<file path="config.mk">
export PLATFORM = sky130hd
export DESIGN_NAME = dram_init_seq
export DESIGN_NICKNAME = d
export VERILOG_FILES = /design/src/rtl/dinit_pkg.sv /design/src/rtl/init_rom.sv /design/src/rtl/layout_decode.sv /design/src/rtl/pause_timer.sv /design/src/rtl/dram_init_seq.sv
export SDC_FILE = /design/constraint.sdc
export NUM_CORES = 1
export LEC_CHECK = 0
export ABC_AREA = 1
export ABC_CLOCK_PERIOD_IN_PS = 3420
export BUFFER_PORTS_ARGS = -buffer_cell sky130_fd_sc_hd__buf_4
export CAP_MARGIN = 20
export CORE_MARGIN = 5
export CORE_UTILIZATION = 57
export CTS_CLUSTER_SIZE = 10
export DETAILED_ROUTE_END_ITERATION = 12
export GPL_ROUTABILITY_DRIVEN = 0
export PLACE_DENSITY = 0.79
export REMOVE_ABC_BUFFERS = 1
export SETUP_SLACK_MARGIN = 0.2
export SLEW_MARGIN = 20
export SYNTH_ARGS = -nofsm -noshare
export SYNTH_HDL_FRONTEND = slang
export SYNTH_SLANG_ARGS = --single-unit
</file>
<file path="constraint.sdc">
create_clock -name clk -period 3.42 [get_ports clk]
set_input_delay 0.342 -clock clk [delete_from_list [all_inputs] [get_ports clk]]
set_output_delay 0.342 -clock clk [all_outputs]
set_load 0.05 [all_outputs]
</file>
<file path="src/rtl/dinit_pkg.sv">
package dinit_pkg;
  localparam int ADDR_W = 20;
  localparam int DATA_W = 32;
  localparam int OFF_W  = 12;

  typedef enum logic [1:0] {
    K_END   = 2'd0,
    K_WRITE = 2'd1,
    K_PAUSE = 2'd2,
    K_PATCH = 2'd3
  } kind_e;

  typedef struct packed {
    kind_e             kind;
    logic [OFF_W-1:0]  off;
    logic [DATA_W-1:0] data;
  } entry_t;

  typedef enum logic [1:0] {
    LAY_512X16 = 2'd0,
    LAY_1GX16  = 2'd1,
    LAY_512X32 = 2'd2,
    LAY_1GX32  = 2'd3
  } layout_e;

  localparam logic [ADDR_W-1:0] LOCK_ADDR  = 20'h0F000;
  localparam logic [ADDR_W-1:0] STRAP_ADDR = 20'h0F070;
  localparam logic [ADDR_W-1:0] SYSA_ADDR  = 20'h0F00C;
  localparam logic [ADDR_W-1:0] SYSB_ADDR  = 20'h0F040;
  localparam logic [ADDR_W-1:0] MC_BASE    = 20'h10000;
  localparam logic [OFF_W-1:0]  CFG_OFF    = 12'h004;
  localparam logic [OFF_W-1:0]  CLK_OFF    = 12'h120;

  localparam logic [DATA_W-1:0] UNLOCK_KEY  = 32'h5EC0_2D17;
  localparam logic [DATA_W-1:0] MC_FIRST    = 32'hC0DE_0001;
  localparam logic [DATA_W-1:0] ACK_VAL     = 32'h0000_0001;
  localparam logic [DATA_W-1:0] CAL_CLK     = 32'h0000_5061;
  localparam logic [DATA_W-1:0] PATCH_1GX16 = 32'h0000_0D89;
  localparam logic [DATA_W-1:0] PATCH_1GX32 = 32'h0000_0C8D;

  function automatic logic [DATA_W-1:0] patch_data(layout_e lay,
                                                   logic [DATA_W-1:0] dflt,
                                                   logic [1:0] strap);
    logic [DATA_W-1:0] base;
    case (lay)
      LAY_1GX16: base = PATCH_1GX16;
      LAY_1GX32: base = PATCH_1GX32;
      default:   base = dflt;
    endcase
    return base | {{(DATA_W-4){1'b0}}, strap, 2'b00};
  endfunction
endpackage

</file>
<file path="src/rtl/init_rom.sv">
module init_rom import dinit_pkg::*; #(
  parameter int DEPTH = 16,
  localparam int IDX_W = $clog2(DEPTH)
) (
  input  logic             clk,
  input  logic [IDX_W-1:0] idx,
  output entry_t           q
);
  function automatic entry_t rom_word(int unsigned i);
    case (i)
      0:  return '{kind: K_WRITE, off: 12'h008, data: 32'h0011_2233};
      1:  return '{kind: K_WRITE, off: 12'h010, data: 32'h4455_6677};
      2:  return '{kind: K_PAUSE, off: 12'h000, data: 32'd2};
      3:  return '{kind: K_PATCH, off: 12'h040, data: 32'h0000_0481};
      4:  return '{kind: K_WRITE, off: 12'h028, data: 32'h0000_0005};
      5:  return '{kind: K_WRITE, off: 12'h028, data: 32'h0000_0007};
      6:  return '{kind: K_WRITE, off: 12'h028, data: 32'h0000_0003};
      7:  return '{kind: K_WRITE, off: 12'h00C, data: 32'h0000_5A08};
      8:  return '{kind: K_PAUSE, off: 12'h000, data: 32'd1};
      9:  return '{kind: K_WRITE, off: 12'h034, data: 32'h0000_7C03};
      10: return '{kind: K_WRITE, off: 12'h120, data: 32'h0000_5061};
      default: return '{kind: K_END, off: '0, data: '0};
    endcase
  endfunction

  // registered read port, block-ROM style
  always_ff @(posedge clk) begin
    q <= rom_word(int'(idx));
  end
endmodule

</file>
<file path="src/rtl/layout_decode.sv">
module layout_decode import dinit_pkg::*; (
  input  logic [1:0] size_bits,
  input  logic       half_bit,
  output layout_e    lay
);
  always_comb begin
    case (size_bits)
      2'd2:    lay = half_bit ? LAY_1GX16 : LAY_512X32;
      2'd3:    lay = LAY_1GX32;
      default: lay = LAY_512X16;
    endcase
  end
endmodule

</file>
<file path="src/rtl/pause_timer.sv">
module pause_timer #(
  parameter int CNT_W  = 16,
  parameter int REPEAT = 15,
  localparam int REP_W = $clog2(REPEAT + 1),
  localparam int TOT_W = CNT_W + REP_W
) (
  input  logic             clk,
  input  logic             rst,
  input  logic             load,
  input  logic [CNT_W-1:0] count,
  input  logic             tick,
  output logic             busy
);
  logic [TOT_W-1:0] rem;

  always_ff @(posedge clk) begin
    if (rst) begin
      rem <= '0;
    end else if (load) begin
      rem <= TOT_W'(count) * TOT_W'(REPEAT);
    end else if (tick && rem != '0) begin
      rem <= rem - 1'b1;
    end
  end

  assign busy = (rem != '0);
endmodule

</file>
<file path="src/rtl/dram_init_seq.sv">
module dram_init_seq import dinit_pkg::*; #(
  parameter int ROM_DEPTH    = 16,
  parameter int PAUSE_W      = 16,
  parameter int PAUSE_REPEAT = 15,
  localparam int IDX_W = $clog2(ROM_DEPTH)
) (
  input  logic              clk,
  input  logic              rst,
  input  logic              start_i,
  input  logic              tick_us_i,
  output logic              wr_en_o,
  output logic              rd_en_o,
  output logic [ADDR_W-1:0] addr_o,
  output logic [DATA_W-1:0] wdata_o,
  input  logic [DATA_W-1:0] rdata_i,
  output logic              cal_req_o,
  output logic              cal_wide_o,
  output logic              done_o
);
  typedef enum logic [4:0] {
    S_IDLE, S_LK_W, S_LK_WT, S_LK_CHK, S_C0_W, S_C0_WT, S_C0_CHK,
    S_CF_WT, S_CF_CHK, S_FETCH, S_DECODE, S_PAUSE, S_PT_WT, S_PT_CHK,
    S_CK_WT, S_CK_CHK, S_A_WT, S_A_CHK, S_B_RD, S_B_WT, S_B_CHK, S_FIN
  } state_e;

  state_e           state;
  logic [IDX_W-1:0] idx;
  entry_t           ent;
  logic [1:0]       size_q;
  logic             half_q;
  layout_e          lay;
  logic             tmr_load;
  logic             tmr_busy;

  init_rom #(.DEPTH(ROM_DEPTH)) u_rom (
    .clk (clk),
    .idx (idx),
    .q   (ent)
  );

  layout_decode u_lay (
    .size_bits (size_q),
    .half_bit  (half_q),
    .lay       (lay)
  );

  assign tmr_load = (state == S_DECODE) && (ent.kind == K_PAUSE);

  pause_timer #(.CNT_W(PAUSE_W), .REPEAT(PAUSE_REPEAT)) u_tmr (
    .clk   (clk),
    .rst   (rst),
    .load  (tmr_load),
    .count (ent.data[PAUSE_W-1:0]),
    .tick  (tick_us_i),
    .busy  (tmr_busy)
  );

  always_ff @(posedge clk) begin
    if (rst) begin
      state      <= S_IDLE;
      idx        <= '0;
      size_q     <= '0;
      half_q     <= 1'b0;
      wr_en_o    <= 1'b0;
      rd_en_o    <= 1'b0;
      addr_o     <= '0;
      wdata_o    <= '0;
      cal_req_o  <= 1'b0;
      cal_wide_o <= 1'b0;
      done_o     <= 1'b0;
    end else begin
      wr_en_o   <= 1'b0;
      rd_en_o   <= 1'b0;
      cal_req_o <= 1'b0;
      case (state)
        S_IDLE: if (start_i) begin
          done_o  <= 1'b0;
          wr_en_o <= 1'b1;
          addr_o  <= LOCK_ADDR;
          wdata_o <= UNLOCK_KEY;
          state   <= S_LK_W;
        end
        S_LK_W: begin
          rd_en_o <= 1'b1;
          addr_o  <= LOCK_ADDR;
          state   <= S_LK_WT;
        end
        S_LK_WT: state <= S_LK_CHK;
        S_LK_CHK: begin
          if (rdata_i == ACK_VAL) begin
            wr_en_o <= 1'b1;
            addr_o  <= MC_BASE;
            wdata_o <= MC_FIRST;
            state   <= S_C0_W;
          end else begin
            rd_en_o <= 1'b1;
            addr_o  <= LOCK_ADDR;
            state   <= S_LK_WT;
          end
        end
        S_C0_W: begin
          rd_en_o <= 1'b1;
          addr_o  <= MC_BASE;
          state   <= S_C0_WT;
        end
        S_C0_WT: state <= S_C0_CHK;
        S_C0_CHK: begin
          rd_en_o <= 1'b1;
          if (rdata_i == ACK_VAL) begin
            addr_o <= MC_BASE + ADDR_W'(CFG_OFF);
            state  <= S_CF_WT;
          end else begin
            addr_o <= MC_BASE;
            state  <= S_C0_WT;
          end
        end
        S_CF_WT: state <= S_CF_CHK;
        S_CF_CHK: begin
          size_q <= rdata_i[3:2];
          half_q <= rdata_i[6];
          idx    <= '0;
          state  <= S_FETCH;
        end
        S_FETCH: state <= S_DECODE;
        S_DECODE: begin
          case (ent.kind)
            K_WRITE: begin
              wr_en_o <= 1'b1;
              addr_o  <= MC_BASE + ADDR_W'(ent.off);
              wdata_o <= ent.data;
              idx     <= idx + 1'b1;
              state   <= S_FETCH;
            end
            K_PAUSE: state <= S_PAUSE;
            K_PATCH: begin
              rd_en_o <= 1'b1;
              addr_o  <= STRAP_ADDR;
              state   <= S_PT_WT;
            end
            default: begin
              rd_en_o <= 1'b1;
              addr_o  <= MC_BASE + ADDR_W'(CLK_OFF);
              state   <= S_CK_WT;
            end
          endcase
        end
        S_PAUSE: if (!tmr_busy) begin
          idx   <= idx + 1'b1;
          state <= S_FETCH;
        end
        S_PT_WT: state <= S_PT_CHK;
        S_PT_CHK: begin
          wr_en_o <= 1'b1;
          addr_o  <= MC_BASE + ADDR_W'(ent.off);
          wdata_o <= patch_data(lay, ent.data, rdata_i[3:2]);
          idx     <= idx + 1'b1;
          state   <= S_FETCH;
        end
        S_CK_WT: state <= S_CK_CHK;
        S_CK_CHK: begin
          if (rdata_i == CAL_CLK) begin
            cal_req_o  <= 1'b1;
            cal_wide_o <= ~half_q;
          end
          rd_en_o <= 1'b1;
          addr_o  <= SYSA_ADDR;
          state   <= S_A_WT;
        end
        S_A_WT: state <= S_A_CHK;
        S_A_CHK: begin
          wr_en_o <= 1'b1;
          addr_o  <= SYSA_ADDR;
          wdata_o <= rdata_i & ~32'h0000_0002;
          state   <= S_B_RD;
        end
        S_B_RD: begin
          rd_en_o <= 1'b1;
          addr_o  <= SYSB_ADDR;
          state   <= S_B_WT;
        end
        S_B_WT: state <= S_B_CHK;
        S_B_CHK: begin
          wr_en_o <= 1'b1;
          addr_o  <= SYSB_ADDR;
          wdata_o <= rdata_i | 32'h0000_0040;
          state   <= S_FIN;
        end
        S_FIN: begin
          done_o <= 1'b1;
          state  <= S_IDLE;
        end
        default: state <= S_IDLE;
      endcase
    end
  end
endmodule

</file>
==> results of run 1 <==
==> per-stage QoR <==
stage	power, mW	instance area, um^2	worst slack, ns
after floorplan	2.08	6510	0.496
after global placement	2.39	7400	0.435
after detailed placement	2.40	7400	0.375
after CTS	3.49	7710	0.350
after global routing	3.65	7720	0.186
final	3.48	7720	0.345
==> metal layers <==
metal,wire length [um],track usage
met5,0,0
met4,376,0.0617
met3,1530,0.0592
met2,8420,0.415
met1,7810,0.352
==> flip-flops by register name (all words and copies together), names as in the netlist <==
signal	cells
rd_en_o	1
done_o	1
idx	4
cal_req_o	1
wdata_o	32
cal_wide_o	1
u_rom.q	21
state	5
half_q	1
wr_en_o	1
size_q	2
u_tmr.rem	20
addr_o	8
==> path summary, 6_finish.rpt <==
path          startpoint           end  slack (ns)  cells past startpoint
max           u_rom.q[2]  u_tmr.rem[8]        0.35                     13
min          rdata_i[25]   wdata_o[25]        0.24                      3
max reg2reg   u_rom.q[2]  u_tmr.rem[8]        0.35                     13
min reg2reg   cal_wide_o    cal_wide_o        0.46                      2
==> tightest hold or removal path, stage by stage <==
cell,delay [ns]
sky130_fd_sc_hd__buf_4,0.09
sky130_fd_sc_hd__a21oi_1,0.05
sky130_fd_sc_hd__nor2_1,0.07
==> cells by family (layout without fill, tap and decap cells) <==
group | Yosys count | after routing
AO/OA/AOI/OAI | 176 | 176
XOR/XNOR | 14 | 14
adder cells (fa/ha/maj) | 62 | 62
buffers and inverters | 175 | 249
flip-flops | 98 | 98
other | 1 | 9
AND/OR/NAND/NOR | 467 | 467
==> layout make-up <==
class,instances,area share
clock buffer,11,0.0315
clock inverter,5,0.00940
inverter,139,0.0676
multi-input combinational,728,0.523
sequential,98,0.254
tap,143,0.0232
timing repair buffer,94,0.0915
==> cell usage in the layout, fill, tap and decap left out, types with 2 or more instances in the layout <==
master / instances
sky130_fd_sc_hd__nand2_2: 5
sky130_fd_sc_hd__a22oi_1: 4
sky130_fd_sc_hd__or2_2: 9
sky130_fd_sc_hd__inv_1: 130
sky130_fd_sc_hd__nor3_1: 8
sky130_fd_sc_hd__nand3_1: 65
sky130_fd_sc_hd__o21ai_1: 9
sky130_fd_sc_hd__o22ai_1: 4
sky130_fd_sc_hd__dfxtp_1: 98
sky130_fd_sc_hd__nand2_1: 219
sky130_fd_sc_hd__inv_2: 7
sky130_fd_sc_hd__o21ai_0: 68
sky130_fd_sc_hd__a31oi_1: 3
sky130_fd_sc_hd__conb_1: 9
sky130_fd_sc_hd__o31ai_1: 4
sky130_fd_sc_hd__xnor2_1: 4
sky130_fd_sc_hd__xor2_1: 10
sky130_fd_sc_hd__nor2_2: 3
sky130_fd_sc_hd__inv_6: 2
sky130_fd_sc_hd__clkinv_1: 2
sky130_fd_sc_hd__fa_1: 23
sky130_fd_sc_hd__a21oi_1: 70
sky130_fd_sc_hd__o211ai_1: 6
sky130_fd_sc_hd__clkbuf_16: 9
sky130_fd_sc_hd__ha_1: 39
sky130_fd_sc_hd__nor2_1: 133
sky130_fd_sc_hd__nand3_2: 2
sky130_fd_sc_hd__nand4_1: 12
sky130_fd_sc_hd__o21bai_1: 2
sky130_fd_sc_hd__nand3b_1: 8
sky130_fd_sc_hd__buf_4: 94
==> power by group through the flow <==
| stage | registers, mW | logic, mW | clock network (mW) |
|---|---|---|---|
| floorplan | 1.62 | 0.454 | 0 |
| global placement | 1.35 | 1.04 | 0 |
| CTS | 1.33 | 1.06 | 1.10 |
| detailed placement | 1.35 | 1.05 | 0 |
| finish | 1.33 | 1.06 | 1.08 |
| global route | 1.34 | 1.15 | 1.15 |
==> timing repair <==
action / CTS / global route
setup endpoints to repair: 0 / 1
resized for setup: 0 / 1
endpoints found under the hold margin: 0 / 0
hold buffers: 0 / 0
==> flow_summary.html, run 1 <==
<table>
<tr><th>Metric</th><th>Value</th></tr>
<tr><th colspan="2">STA</th></tr>
<tr><td>Hold Fails Final Rpt</td><td>0</td></tr>
<tr><td>Max-slew violation total from the final report</td><td>0</td></tr>
<tr><td>Maximum achievable frequency</td><td>approximately 330 MHz</td></tr>
<tr><td>Final setup skew</td><td>approximately 0.012 ns</td></tr>
<tr><td>Smallest hold slack</td><td>around 0.24 ns</td></tr>
<tr><td>Final setup viols</td><td>0</td></tr>
<tr><td>Normalized max-slew margin</td><td>0.605</td></tr>
<tr><td>Setup TNS</td><td>0 ns</td></tr>
<tr><td>Transition at the pin with the smallest max-transition slack</td><td>0.586 ns</td></tr>
<tr><td>Post-layout minimum cycle time</td><td>between 3 and 4 ns</td></tr>
<tr><td>Setup repair after global routing missed its margin</td><td>false</td></tr>
<tr><td>Period utilisation layout</td><td>0.899</td></tr>
<tr><th colspan="2">Final layout</th></tr>
<tr><td>Final nets</td><td>1168</td></tr>
<tr><td>Post-route core utilization</td><td>0.673</td></tr>
<tr><td>Area of all sequential standard cells</td><td>1960 um^2</td></tr>
<tr><td>Number of inserted filler cells in the final layout</td><td>1014</td></tr>
<tr><td>Proportion of layout cells with a drive suffix above 1</td><td>0.128</td></tr>
<tr><td>Post-Layout Cell Count</td><td>approximately 1.2k</td></tr>
<tr><td>Ant. Diodes</td><td>0</td></tr>
<tr><td>Multi-input combinational cell area</td><td>~4000 um^2</td></tr>
<tr><td>Area growth from synthesis to layout</td><td>15.2%</td></tr>
<tr><th colspan="2">Synthesis</th></tr>
<tr><td>Multiplexer area fraction after synthesis</td><td>0</td></tr>
<tr><td>Xor and xnor fraction of the mapped netlist area</td><td>0.0183</td></tr>
<tr><td>Total standard cell area after synthesis</td><td>6700 um^2</td></tr>
<tr><td>Synth top cells by count</td><td>sky130_fd_sc_hd__nand2_1 (219), sky130_fd_sc_hd__nor2_1 (133), sky130_fd_sc_hd__inv_1 (130), sky130_fd_sc_hd__dfxtp_1 (98), sky130_fd_sc_hd__a21oi_1 (71)</td></tr>
<tr><td>Main combinational cell family by area after synthesis</td><td>simple AND/OR/NAND/NOR gates</td></tr>
<tr><td>Share of async-settable or async-resettable flops after synthesis</td><td>0</td></tr>
<tr><td>Synthesized-area fraction occupied by ao, oa, aoi and oai cells</td><td>0.141</td></tr>
<tr><td>Most repeated cell in the gate-level netlist after synthesis</td><td>sky130_fd_sc_hd__nand2_1</td></tr>
<tr><td>Primary flip-flop cell chosen by synthesis mapping</td><td>sky130_fd_sc_hd__dfxtp_1</td></tr>
<tr><td>Share of the synthesized area in the top cell type</td><td>0.293</td></tr>
<tr><td>Number of register bits inferred by synthesis</td><td>98</td></tr>
<tr><td>Simple-gate area share of the yosys netlist</td><td>0.295</td></tr>
<tr><td>Number of synthesized flops with an enable pin</td><td>0</td></tr>
<tr><td>Post-synthesis sequential area ratio</td><td>0.293</td></tr>
<tr><td>Average cell area after synthesis</td><td>6.74 um^2</td></tr>
<tr><td>Largest area contributor in the netlist</td><td>sky130_fd_sc_hd__dfxtp_1</td></tr>
<tr><td>Number of library cell types mapped by synthesis</td><td>41</td></tr>
<tr><td>Area share of fa/ha/maj cells after synthesis</td><td>0.142</td></tr>
<tr><td>Gate Count Post-Synth</td><td>993</td></tr>
<tr><td>Count of warnings emitted by yosys</td><td>0</td></tr>
<tr><td>Leading post-synthesis cells by cell area</td><td>sky130_fd_sc_hd__dfxtp_1 (29%), sky130_fd_sc_hd__nand2_1 (12%), sky130_fd_sc_hd__nor2_1 (7.5%)</td></tr>
<tr><th colspan="2">Floorplanning</th></tr>
<tr><td>Die Span Y</td><td>between 100 and 150 um</td></tr>
<tr><td>Boundary pin count</td><td>93</td></tr>
<tr><td>Width of the die</td><td>between 100 and 150 um</td></tr>
<tr><td>Site row count</td><td>39</td></tr>
<tr><td>Core ar.</td><td>roughly 11000 um^2</td></tr>
<tr><td>Effective utilization at floorplan</td><td>0.584</td></tr>
<tr><td>Area enclosed by the die boundary</td><td>14000 um^2</td></tr>
<tr><th colspan="2">Critical path</th></tr>
<tr><td>Worst-path maximum fanout</td><td>4</td></tr>
<tr><td>Cell with the largest stage delay on the worst path</td><td>sky130_fd_sc_hd__fa_1</td></tr>
<tr><td>Buf/Inv on CP</td><td>2</td></tr>
<tr><td>Top Family by Delay on Critical Path</td><td>adder cells</td></tr>
<tr><td>Category of the critical setup timing path</td><td>flop to flop</td></tr>
<tr><td>Element type at the critical path start</td><td>flop</td></tr>
<tr><td>Critical path, cell by cell</td><td>inv_1, fa_1, fa_1, inv_1, ha_1, or2_2, nand2_1, o21bai_1, or2_2, nand3_1, nand3_1, nand2_1, a21oi_1</td></tr>
<tr><td>Worst setup EP type</td><td>flop</td></tr>
<tr><td>Arrival time reported for the critical path endpoint</td><td>3.31 ns</td></tr>
<tr><td>Highest cell delay on the worst timing path</td><td>0.52 ns</td></tr>
<tr><td>Data required time of the worst path</td><td>between 3 and 4 ns</td></tr>
<tr><th colspan="2">Placed design</th></tr>
<tr><td>IO Port Bufs</td><td>slightly above 80</td></tr>
<tr><td>Post-Place Cells</td><td>1202</td></tr>
<tr><td>Half-perimeter wire length after placement</td><td>approximately 14000 um</td></tr>
<tr><th colspan="2">Clock network</th></tr>
<tr><td>Clock latency on the worst-skew pair</td><td>about 0.36 ns</td></tr>
<tr><td>Root Driver</td><td>sky130_fd_sc_hd__clkbuf_16</td></tr>
<tr><td>TritonCTS clock tree</td><td>built</td></tr>
<tr><td>Count of clock tree sinks</td><td>98</td></tr>
<tr><td>Post-CTS setup buffers</td><td>0</td></tr>
<tr><td>Number of H-tree branching levels</td><td>3</td></tr>
<tr><td>Clock slew seen by the registers of the worst setup and hold paths</td><td>0.07 ns</td></tr>
<tr><td>Bufs on Longest Clock Path</td><td>2</td></tr>
<tr><td>Cts bufs inserted</td><td>9</td></tr>
<tr><th colspan="2">Power and ir drop</th></tr>
<tr><td>Switching power total</td><td>between 1 and 1.5 mW</td></tr>
<tr><td>Clock group share of total power</td><td>0.312</td></tr>
<tr><td>Cell Int Power</td><td>2.17 mW</td></tr>
<tr><td>Logic gate share of total power</td><td>0.306</td></tr>
<tr><td>Leakage</td><td>3.82 nW</td></tr>
<tr><td>Sw Ratio</td><td>0.377</td></tr>
<tr><td>IR drop worst, VDD</td><td>between 0.4 and 0.5 mV</td></tr>
<tr><td>Register share of total power</td><td>0.383</td></tr>
<tr><td>PwrDens</td><td>451 nW/um^2</td></tr>
<tr><th colspan="2">Route</th></tr>
<tr><td>Detailed Routing Iterations Pass 1</td><td>5</td></tr>
<tr><td>Total DRC errors in the routed layout</td><td>0</td></tr>
<tr><td>Total Routed Length</td><td>18100 um</td></tr>
<tr><td>Post-detailed-route via-to-cell ratio</td><td>5.54</td></tr>
<tr><td>Via count</td><td>~6.7k</td></tr>
<tr><td>Average wire length per cell after detail routing</td><td>~15 um</td></tr>
<tr><td>Drt initial violations</td><td>599</td></tr>
<tr><td>Post-detailed-route count of antenna-violating nets</td><td>0</td></tr>
<tr><th colspan="2">GRT</th></tr>
<tr><td>Overall fraction of global-route tracks in use</td><td>0.257</td></tr>
<tr><td>Via count of the first global-routing pass</td><td>around 6.3k</td></tr>
<tr><td>First-pass GRT wire length</td><td>a little over 30000 um</td></tr>
<tr><td>Number of antenna violations at the first check in global routing</td><td>0</td></tr>
<tr><td>Pin count of the biggest net entering global routing</td><td>41</td></tr>
<tr><td>GR Overflow Total</td><td>0</td></tr>
<tr><th colspan="2">Job</th></tr>
<tr><td>Maximum Capacitance Violations</td><td>0</td></tr>
<tr><th colspan="2">Min path</th></tr>
<tr><td>Path class of the lowest-slack min-delay path</td><td>input port to flop</td></tr>
<tr><th colspan="2">Outcome</th></tr>
<tr><td>Status</td><td>finished, final reports clean</td></tr>
</table>
(Power assumes the default switching activity.)
==> inputs of run 2 (changes only) <==
CORE_UTILIZATION = 59   (was 57)
PLACE_DENSITY = 0.78   (was 0.79)
==> flow_summary.html, run 2 (same netlist as run 1, synthesis figures left out) <==
<table>
<tr><th>Metric</th><th>Value</th></tr>
<tr><th colspan="2">Clock network</th></tr>
<tr><td>TritonCTS clock tree</td><td>built</td></tr>
<tr><td>Clock slew seen by the registers of the worst setup and hold paths</td><td>approximately 0.070 ns</td></tr>
<tr><td>Bufs on Longest Clock Path</td><td>2</td></tr>
<tr><td>Number of H-tree branching levels</td><td>3</td></tr>
<tr><td>Clock latency on the worst-skew pair</td><td>~0.36 ns</td></tr>
<tr><td>Root Driver</td><td>sky130_fd_sc_hd__clkbuf_16</td></tr>
<tr><td>Hold bufs inserted after CTS</td><td>0</td></tr>
<tr><td>Post-CTS setup buffers</td><td>0</td></tr>
<tr><td>Count of clock tree sinks</td><td>around 100</td></tr>
<tr><td>Cts bufs inserted</td><td>9</td></tr>
<tr><th colspan="2">Final layout</th></tr>
<tr><td>Register with the most flip-flops</td><td>wdata_o</td></tr>
<tr><td>Commonest non-fill, non-tap cells in the layout</td><td>sky130_fd_sc_hd__nand2_1 (219), sky130_fd_sc_hd__nor2_1 (133), sky130_fd_sc_hd__inv_1 (128)</td></tr>
<tr><td>Post-route core utilization</td><td>0.680</td></tr>
<tr><td>Flip-flop count of the largest register after layout</td><td>32</td></tr>
<tr><td>Final nets</td><td>1166</td></tr>
<tr><td>Area growth from synthesis to layout</td><td>14.5%</td></tr>
<tr><td>Largest regs</td><td>wdata_o: 32 flops, u_rom.q: 21 flops, u_tmr.rem: 20 flops</td></tr>
<tr><td>Proportion of layout cells with a drive suffix above 1</td><td>0.130</td></tr>
<tr><td>Number of inserted filler cells in the final layout</td><td>slightly above 1k</td></tr>
<tr><td>Ant. Diodes</td><td>0</td></tr>
<tr><td>Most frequent standard cell in the layout excluding fill and tap cells</td><td>sky130_fd_sc_hd__nand2_1</td></tr>
<tr><th colspan="2">Critical path</th></tr>
<tr><td>Top Family by Delay on Critical Path</td><td>adder cells</td></tr>
<tr><td>Worst r2r dst</td><td>u_tmr.rem[7]</td></tr>
<tr><td>Setup slack, reg-to-reg</td><td>slightly below 0.4 ns</td></tr>
<tr><td>Data required time of the worst path</td><td>between 3 and 4 ns</td></tr>
<tr><td>Highest cell delay on the worst timing path</td><td>about 0.51 ns</td></tr>
<tr><td>Critical path, cell by cell</td><td>inv_1, fa_1, fa_1, inv_1, ha_1, nand2_1, nand2_1, nand2_1, nand3_1, or2_2, nand3_1, nand3_1, o211a_1</td></tr>
<tr><td>Arrival time reported for the critical path endpoint</td><td>3.28 ns</td></tr>
<tr><td>Worst-path maximum fanout</td><td>5</td></tr>
<tr><td>Cell with the largest stage delay on the worst path</td><td>sky130_fd_sc_hd__fa_1</td></tr>
<tr><td>Worst R2R Path Depth</td><td>13</td></tr>
<tr><td>Buf/Inv on CP</td><td>2</td></tr>
<tr><td>Critical path launch point</td><td>u_rom.q[1]</td></tr>
<tr><td>Element type at the critical path start</td><td>flop</td></tr>
<tr><td>Category of the critical setup timing path</td><td>flop to flop</td></tr>
<tr><td>Number of logic stages on the critical path including buffering</td><td>13</td></tr>
<tr><td>Worst setup EP type</td><td>flop</td></tr>
<tr><td>Reg-to-reg startpoint</td><td>u_rom.q[1]</td></tr>
<tr><td>Crit path to</td><td>u_tmr.rem[7]</td></tr>
<tr><th colspan="2">Floorplanning</th></tr>
<tr><td>Boundary pin count</td><td>93</td></tr>
<tr><td>Width of the die</td><td>around 120 um</td></tr>
<tr><td>Core ar.</td><td>roughly 11000 um^2</td></tr>
<tr><td>Die Span Y</td><td>around 120 um</td></tr>
<tr><td>Site row count</td><td>39</td></tr>
<tr><td>Area enclosed by the die boundary</td><td>roughly 14000 um^2</td></tr>
<tr><td>Effective utilization at floorplan</td><td>0.594</td></tr>
<tr><th colspan="2">Outcome</th></tr>
<tr><td>Status</td><td>finished, final reports clean</td></tr>
<tr><th colspan="2">Route</th></tr>
<tr><td>Detailed Routing Iterations Pass 1</td><td>5</td></tr>
<tr><td>Average wire length per cell after detail routing</td><td>14.7 um</td></tr>
<tr><td>Post-detailed-route via-to-cell ratio</td><td>about 5.4</td></tr>
<tr><td>Total DRC errors in the routed layout</td><td>0</td></tr>
<tr><td>Drt initial violations</td><td>roughly 620</td></tr>
<tr><td>Post-detailed-route count of antenna-violating nets</td><td>0</td></tr>
<tr><td>Via count</td><td>6576</td></tr>
<tr><td>Total Routed Length</td><td>around 18000 um</td></tr>
<tr><th colspan="2">STA</th></tr>
<tr><td>Final setup viols</td><td>0</td></tr>
<tr><td>Setup repair after global routing missed its margin</td><td>true</td></tr>
<tr><td>Hold Fails Final Rpt</td><td>0</td></tr>
<tr><td>Normalized max-slew margin</td><td>0.546</td></tr>
<tr><td>Maximum achievable frequency</td><td>between 300 and 400 MHz</td></tr>
<tr><td>Final setup skew</td><td>~0.0089 ns</td></tr>
<tr><td>Period utilisation layout</td><td>0.884</td></tr>
<tr><td>Transition at the pin with the smallest max-transition slack</td><td>0.680 ns</td></tr>
<tr><td>Setup TNS</td><td>0 ns</td></tr>
<tr><td>Post-layout minimum cycle time</td><td>between 3 and 4 ns</td></tr>
<tr><td>Max-slew violation total from the final report</td><td>0</td></tr>
<tr><th colspan="2">GRT</th></tr>
<tr><td>Pin count of the biggest net entering global routing</td><td>42</td></tr>
<tr><td>First-pass GRT wire length</td><td>29100 um</td></tr>
<tr><td>Overall fraction of global-route tracks in use</td><td>0.271</td></tr>
<tr><td>Via count of the first global-routing pass</td><td>just over 6k</td></tr>
<tr><td>GR Overflow Total</td><td>0</td></tr>
<tr><td>Number of antenna violations at the first check in global routing</td><td>0</td></tr>
<tr><th colspan="2">Placed design</th></tr>
<tr><td>Half-perimeter wire length after placement</td><td>about 14000 um</td></tr>
<tr><td>IO Port Bufs</td><td>between 80 and 90</td></tr>
<tr><th colspan="2">Power and ir drop</th></tr>
<tr><td>IR drop worst, VDD</td><td>about 0.46 mV</td></tr>
<tr><td>PwrDens</td><td>439 nW/um^2</td></tr>
<tr><td>Overall power after layout</td><td>~3.4 mW</td></tr>
<tr><td>Leakage</td><td>between 3 and 4 nW</td></tr>
<tr><th colspan="2">Job</th></tr>
<tr><td>Maximum Capacitance Violations</td><td>0</td></tr>
<tr><th colspan="2">Min path</th></tr>
<tr><td>Startpoint of the worst hold path</td><td>rdata_i[28]</td></tr>
<tr><td>Path class of the lowest-slack min-delay path</td><td>input port to flop</td></tr>
</table>
==> run 2: cell types whose count changed in the layout (fill, tap and decap cells not counted), moves of 2 or more <==
| cell | delta |
|---|---|
| sky130_fd_sc_hd__buf_4 | -2 |
| sky130_fd_sc_hd__clkinv_2 | +2 |
| sky130_fd_sc_hd__inv_1 | -2 |
| sky130_fd_sc_hd__inv_2 | +2 |
==> run 2: worst min-delay path by stage <==
stage / end / cells past startpoint / slack (ns)
6_report: wdata_o[28] / 3 / 0.23
5_1_grt: wdata_o[30] / 3 / 0.24
4_1_cts: wdata_o[28] / 3 / 0.22
3_5_place_dp: cal_wide_o / 2 / 0.44
3_3_place_gp: cal_wide_o / 2 / 0.43
2_1_floorplan: addr_o[16] / 1 / 0.41
==> run 2: final cells by class <==
class / count / area [um^2] / area share
tap: 143 / 179 / 0.0233
clock inverter: 5 / 38.8 / 0.00506
inverter: 139 / 522 / 0.0681
sequential: 98 / 1960 / 0.256
clock buffer: 11 / 233 / 0.0304
timing repair buffer: 92 / 691 / 0.0901
multi-input combinational: 728 / 4040 / 0.527
==> run 2: per-layer routing <==
layer | track usage | share of wire | up-vias
li1 | - | - | 3319
met2 | 0.436 | 0.47 | 225
met5 | 0 | 0 | -
met4 | 0.116 | 0.030 | 0
met3 | 0.0373 | 0.059 | 37
met1 | 0.366 | 0.44 | 2995
==> run 2: per-stage QoR <==
step	hold slack, ns	setup slack [ns]	area, um^2	std cells
final	0.227	0.396	7670	1216
after global routing	0.245	0.194	7670	1216
after CTS	0.221	0.337	7650	1216
after detailed placement	0.437	0.370	7380	1200
after global placement	0.435	0.441	7380	1200
after floorplan	0.411	0.496	6510	965
==> run 2: what timing repair did <==
action	in CTS	in global routing
endpoints found under the setup margin	0	4
endpoints found under the hold margin	0	0
gates resized for setup	0	6
==> run 2: worst register-to-register path: stages (launching register included) <==
cell                      delay (ns)
sky130_fd_sc_hd__dfxtp_1        0.40
sky130_fd_sc_hd__inv_1          0.11
sky130_fd_sc_hd__fa_1           0.51
sky130_fd_sc_hd__fa_1           0.51
sky130_fd_sc_hd__inv_1          0.04
sky130_fd_sc_hd__ha_1           0.35
sky130_fd_sc_hd__nand2_1        0.11
sky130_fd_sc_hd__nand2_1        0.06
sky130_fd_sc_hd__nand2_1        0.06
sky130_fd_sc_hd__nand3_1        0.18
sky130_fd_sc_hd__or2_2          0.32
sky130_fd_sc_hd__nand3_1        0.07
sky130_fd_sc_hd__nand3_1        0.08
sky130_fd_sc_hd__o211a_1        0.11
==> run 2: power breakdown <==
group / switching (mW) / internal, mW
clock network: 0.477 / 0.501
logic: 0.743 / 0.320
registers: 0.0804 / 1.25
total: 1.30 / 2.07
==> inputs of run 3 (changes only) <==
ABC_AREA = not set   (was 1)
CORE_ASPECT_RATIO = 0.75   (was not set)
==> flow_summary.html, run 3 <==
<table>
<tr><th>Metric</th><th>Value</th></tr>
<tr><th colspan="2">Placed design</th></tr>
<tr><td>Half-perimeter wire length after placement</td><td>14900 um</td></tr>
<tr><td>Instance area at placement</td><td>between 7000 and 8000 um^2</td></tr>
<tr><td>IO Port Bufs</td><td>83</td></tr>
<tr><td>Post-Place Cells</td><td>a little over 1k</td></tr>
<tr><th colspan="2">GRT</th></tr>
<tr><td>Overall fraction of global-route tracks in use</td><td>0.297</td></tr>
<tr><td>First-pass GRT wire length</td><td>approximately 32000 um</td></tr>
<tr><td>Pin count of the biggest net entering global routing</td><td>59</td></tr>
<tr><td>Number of antenna violations at the first check in global routing</td><td>0</td></tr>
<tr><td>Via count of the first global-routing pass</td><td>approximately 6.3k</td></tr>
<tr><td>GR Overflow Total</td><td>0</td></tr>
<tr><th colspan="2">Floorplanning</th></tr>
<tr><td>Core ar.</td><td>11000 um^2</td></tr>
<tr><td>Area enclosed by the die boundary</td><td>between 10000 and 15000 um^2</td></tr>
<tr><td>Effective utilization at floorplan</td><td>0.607</td></tr>
<tr><td>Boundary pin count</td><td>slightly above 90</td></tr>
<tr><td>Site row count</td><td>33</td></tr>
<tr><td>Width of the die</td><td>133 um</td></tr>
<tr><td>Die Span Y</td><td>~100 um</td></tr>
<tr><th colspan="2">Synthesis</th></tr>
<tr><td>Post-synthesis sequential area ratio</td><td>0.294</td></tr>
<tr><td>Share of async-settable or async-resettable flops after synthesis</td><td>0</td></tr>
<tr><td>Gate Count Post-Synth</td><td>~800</td></tr>
<tr><td>Number of synthesized flops with an enable pin</td><td>0</td></tr>
<tr><td>Primary flip-flop cell chosen by synthesis mapping</td><td>sky130_fd_sc_hd__dfxtp_1</td></tr>
<tr><td>Average cell area after synthesis</td><td>8.34 um^2</td></tr>
<tr><td>Count of warnings emitted by yosys</td><td>0</td></tr>
<tr><td>Total standard cell area after synthesis</td><td>between 6000 and 7000 um^2</td></tr>
<tr><td>Synth top cells by count</td><td>sky130_fd_sc_hd__dfxtp_1 (98), sky130_fd_sc_hd__inv_1 (69), sky130_fd_sc_hd__nor2_1 (57), sky130_fd_sc_hd__a21oi_1 (47), sky130_fd_sc_hd__nand2_1 (47)</td></tr>
<tr><td>Largest area contributor in the netlist</td><td>sky130_fd_sc_hd__dfxtp_1</td></tr>
<tr><td>Number of register bits inferred by synthesis</td><td>98</td></tr>
<tr><td>Share of the synthesized area in the top cell type</td><td>0.294</td></tr>
<tr><td>Leading post-synthesis cells by cell area</td><td>sky130_fd_sc_hd__dfxtp_1 (29%), sky130_fd_sc_hd__ha_1 (7.3%), sky130_fd_sc_hd__fa_1 (6.9%)</td></tr>
<tr><td>Most repeated cell in the gate-level netlist after synthesis</td><td>sky130_fd_sc_hd__dfxtp_1</td></tr>
<tr><td>Number of library cell types mapped by synthesis</td><td>73</td></tr>
<tr><th colspan="2">Power and ir drop</th></tr>
<tr><td>PwrDens</td><td>480 nW/um^2</td></tr>
<tr><td>Leakage</td><td>roughly 3.5 nW</td></tr>
<tr><td>Overall power after layout</td><td>3.91 mW</td></tr>
<tr><td>IR drop worst, VDD</td><td>0.327 mV</td></tr>
<tr><th colspan="2">Route</th></tr>
<tr><td>Total Routed Length</td><td>20600 um</td></tr>
<tr><td>Detailed Routing Iterations Pass 1</td><td>6</td></tr>
<tr><td>Highest layer used for signal routing</td><td>met4</td></tr>
<tr><td>Routed wire length on met3</td><td>between 2000 and 2500 um</td></tr>
<tr><td>Met2 WL</td><td>9000 um</td></tr>
<tr><td>DRT met1 WL</td><td>~8700 um</td></tr>
<tr><td>Post-detailed-route count of antenna-violating nets</td><td>0</td></tr>
<tr><td>Drt initial violations</td><td>~1.2k</td></tr>
<tr><td>Average wire length per cell after detail routing</td><td>approximately 20 um</td></tr>
<tr><td>Via count</td><td>around 6.7k</td></tr>
<tr><td>Post-detailed-route via-to-cell ratio</td><td>about 6.5</td></tr>
<tr><td>Total DRC errors in the routed layout</td><td>0</td></tr>
<tr><th colspan="2">Final layout</th></tr>
<tr><td>Final std cell area, no fill</td><td>8140 um^2</td></tr>
<tr><td>Area growth from synthesis to layout</td><td>22.1%</td></tr>
<tr><td>Final nets</td><td>~990</td></tr>
<tr><td>Register with the most flip-flops</td><td>wdata_o</td></tr>
<tr><td>Commonest non-fill, non-tap cells in the layout</td><td>sky130_fd_sc_hd__buf_4 (126), sky130_fd_sc_hd__dfxtp_1 (90), sky130_fd_sc_hd__inv_1 (61)</td></tr>
<tr><td>Post-route core utilization</td><td>0.741</td></tr>
<tr><td>Proportion of layout cells with a drive suffix above 1</td><td>0.243</td></tr>
<tr><td>Post-Layout Cell Count</td><td>roughly 1.0k</td></tr>
<tr><td>Largest regs</td><td>wdata_o: 32 flops, u_rom.q: 21 flops, u_tmr.rem: 20 flops</td></tr>
<tr><td>Ant. Diodes</td><td>0</td></tr>
<tr><td>Most frequent standard cell in the layout excluding fill and tap cells</td><td>sky130_fd_sc_hd__buf_4</td></tr>
<tr><td>Flip-flop count of the largest register after layout</td><td>32</td></tr>
<tr><th colspan="2">Job</th></tr>
<tr><td>Maximum Capacitance Violations</td><td>0</td></tr>
<tr><th colspan="2">Critical path</th></tr>
<tr><td>Element type at the critical path start</td><td>flop</td></tr>
<tr><td>Arrival time reported for the critical path endpoint</td><td>around 3.6 ns</td></tr>
<tr><td>Top Family by Delay on Critical Path</td><td>adder cells</td></tr>
<tr><td>Worst-path maximum fanout</td><td>3</td></tr>
<tr><td>Highest cell delay on the worst timing path</td><td>~0.6 ns</td></tr>
<tr><td>Buf/Inv on CP</td><td>1</td></tr>
<tr><td>Cell with the largest stage delay on the worst path</td><td>sky130_fd_sc_hd__fa_1</td></tr>
<tr><td>Critical path, cell by cell</td><td>fa_1, fa_2, fa_2, a211oi_2, o21bai_2, a2111oi_2, buf_4, nor3_1, or3b_1, a211oi_2</td></tr>
<tr><td>Category of the critical setup timing path</td><td>flop to flop</td></tr>
<tr><td>Data required time of the worst path</td><td>~3.7 ns</td></tr>
<tr><td>Worst setup EP type</td><td>flop</td></tr>
<tr><th colspan="2">STA</th></tr>
<tr><td>Transition at the pin with the smallest max-transition slack</td><td>0.760 ns</td></tr>
<tr><td>Final setup viols</td><td>0</td></tr>
<tr><td>Max-slew violation total from the final report</td><td>0</td></tr>
<tr><td>Hold Fails Final Rpt</td><td>0</td></tr>
<tr><td>Setup repair after global routing missed its margin</td><td>true</td></tr>
<tr><td>Normalized max-slew margin</td><td>0.493</td></tr>
<tr><td>Period utilisation layout</td><td>0.970</td></tr>
<tr><td>Maximum achievable frequency</td><td>about 300 MHz</td></tr>
<tr><td>Final setup skew</td><td>about 0.0062 ns</td></tr>
<tr><td>Post-layout minimum cycle time</td><td>roughly 3.3 ns</td></tr>
<tr><th colspan="2">Clock network</th></tr>
<tr><td>Count of clock tree sinks</td><td>98</td></tr>
<tr><td>Root Driver</td><td>sky130_fd_sc_hd__clkbuf_16</td></tr>
<tr><td>Clock slew seen by the registers of the worst setup and hold paths</td><td>0.08 ns</td></tr>
<tr><td>Clock latency on the worst-skew pair</td><td>approximately 0.35 ns</td></tr>
<tr><td>Bufs on Longest Clock Path</td><td>2</td></tr>
<tr><td>Number of H-tree branching levels</td><td>3</td></tr>
<tr><td>TritonCTS clock tree</td><td>built</td></tr>
<tr><td>Cts bufs inserted</td><td>9</td></tr>
<tr><th colspan="2">Min path</th></tr>
<tr><td>Path class of the lowest-slack min-delay path</td><td>input port to flop</td></tr>
<tr><th colspan="2">Outcome</th></tr>
<tr><td>Status</td><td>finished, final reports clean</td></tr>
</table>
run 3: cell count changes in the layout (fill, tap and decap cells not counted), sizes merged, moves of 25 or more:
| cell | change |
|---|---|
| nor3 | +29 |
| nand3 | -50 |
| nor2 | -79 |
| a211oi | +25 |
| inv | -66 |
| o21ai | -40 |
| nand2 | -177 |
| buf | +37 |
run 3: cell families (layout without fill, tap and decap cells):
logic type / count (synthesis) / in the layout / synth area share
simple gates: 246 / 246 / 0.189
fa+ha+maj: 63 / 63 / 0.144
buf+inv: 128 / 215 / 0.0815
mux: 11 / 11 / 0.0169
compound gates: 224 / 224 / 0.238
xor+xnor: 28 / 28 / 0.0368
flops: 98 / 98 / 0.294
other cells: 1 / 9 / 0.000563
run 3: layout make-up:
| type | count | area, um^2 |
|---|---|---|
| Tap cell | 140 | 175 |
| Clock buffer | 10 | 239 |
| Timing Repair Buffer | 129 | 980 |
| Clock inverter | 6 | 77.6 |
| Fill cell | 796 | 2850 |
| Multi-Input combinational cell | 581 | 4430 |
| Sequential cell | 98 | 1970 |
| Inverter | 70 | 263 |
run 3: power by group:
group | internal (mW) | leakage, nW | switching (mW)
logic | 0.515 | 2.57 | 0.897
registers | 1.27 | 0.798 | 0.133
clock network | 0.604 | 0.154 | 0.489
run 3: repair_timing:
action / CTS / global route
setup buffers: 1 / 4
resized for setup: 26 / 37
hold endpoints to repair: 0 / 0
endpoints found under the setup margin: 7 / 11
hold buffers: 0 / 0
pin swaps: 6 / 21
run 3: through the flow:
step | hold slack, ns | worst slack [ns] | TNS [ns]
after floorplan | 0.407 | -0.120 | -0.120
after global placement | 0.448 | 0.0156 | 0
after detailed placement | 0.450 | -0.0388 | -0.0638
after CTS | 0.235 | 0.142 | 0
after global routing | 0.236 | -0.0679 | -0.0885
final | 0.238 | 0.103 | 0
run 3: layer usage:
| metal | vias up | GRT usage |
|---|---|---|
| met4 | 0 | 0.0775 |
| met1 | 3155 | 0.418 |
| met3 | 67 | 0.0738 |
| met5 | - | 0 |
| li1 | 3041 | - |
| met2 | 449 | 0.462 |
run 3: worst paths after layout:
| path | startpoint | endpoint | slack (ns) | cells past startpoint |
|---|---|---|---|---|
| worst max-delay path | u_rom.q[2] | u_tmr.rem[18] | 0.10 | 10 |
| worst max register to register | u_rom.q[2] | u_tmr.rem[18] | 0.10 | 10 |
| worst min-delay path | rdata_i[15] | wdata_o[15] | 0.24 | 2 |
| worst min register to register | wdata_o[25] | wdata_o[25] | 0.47 | 2 |
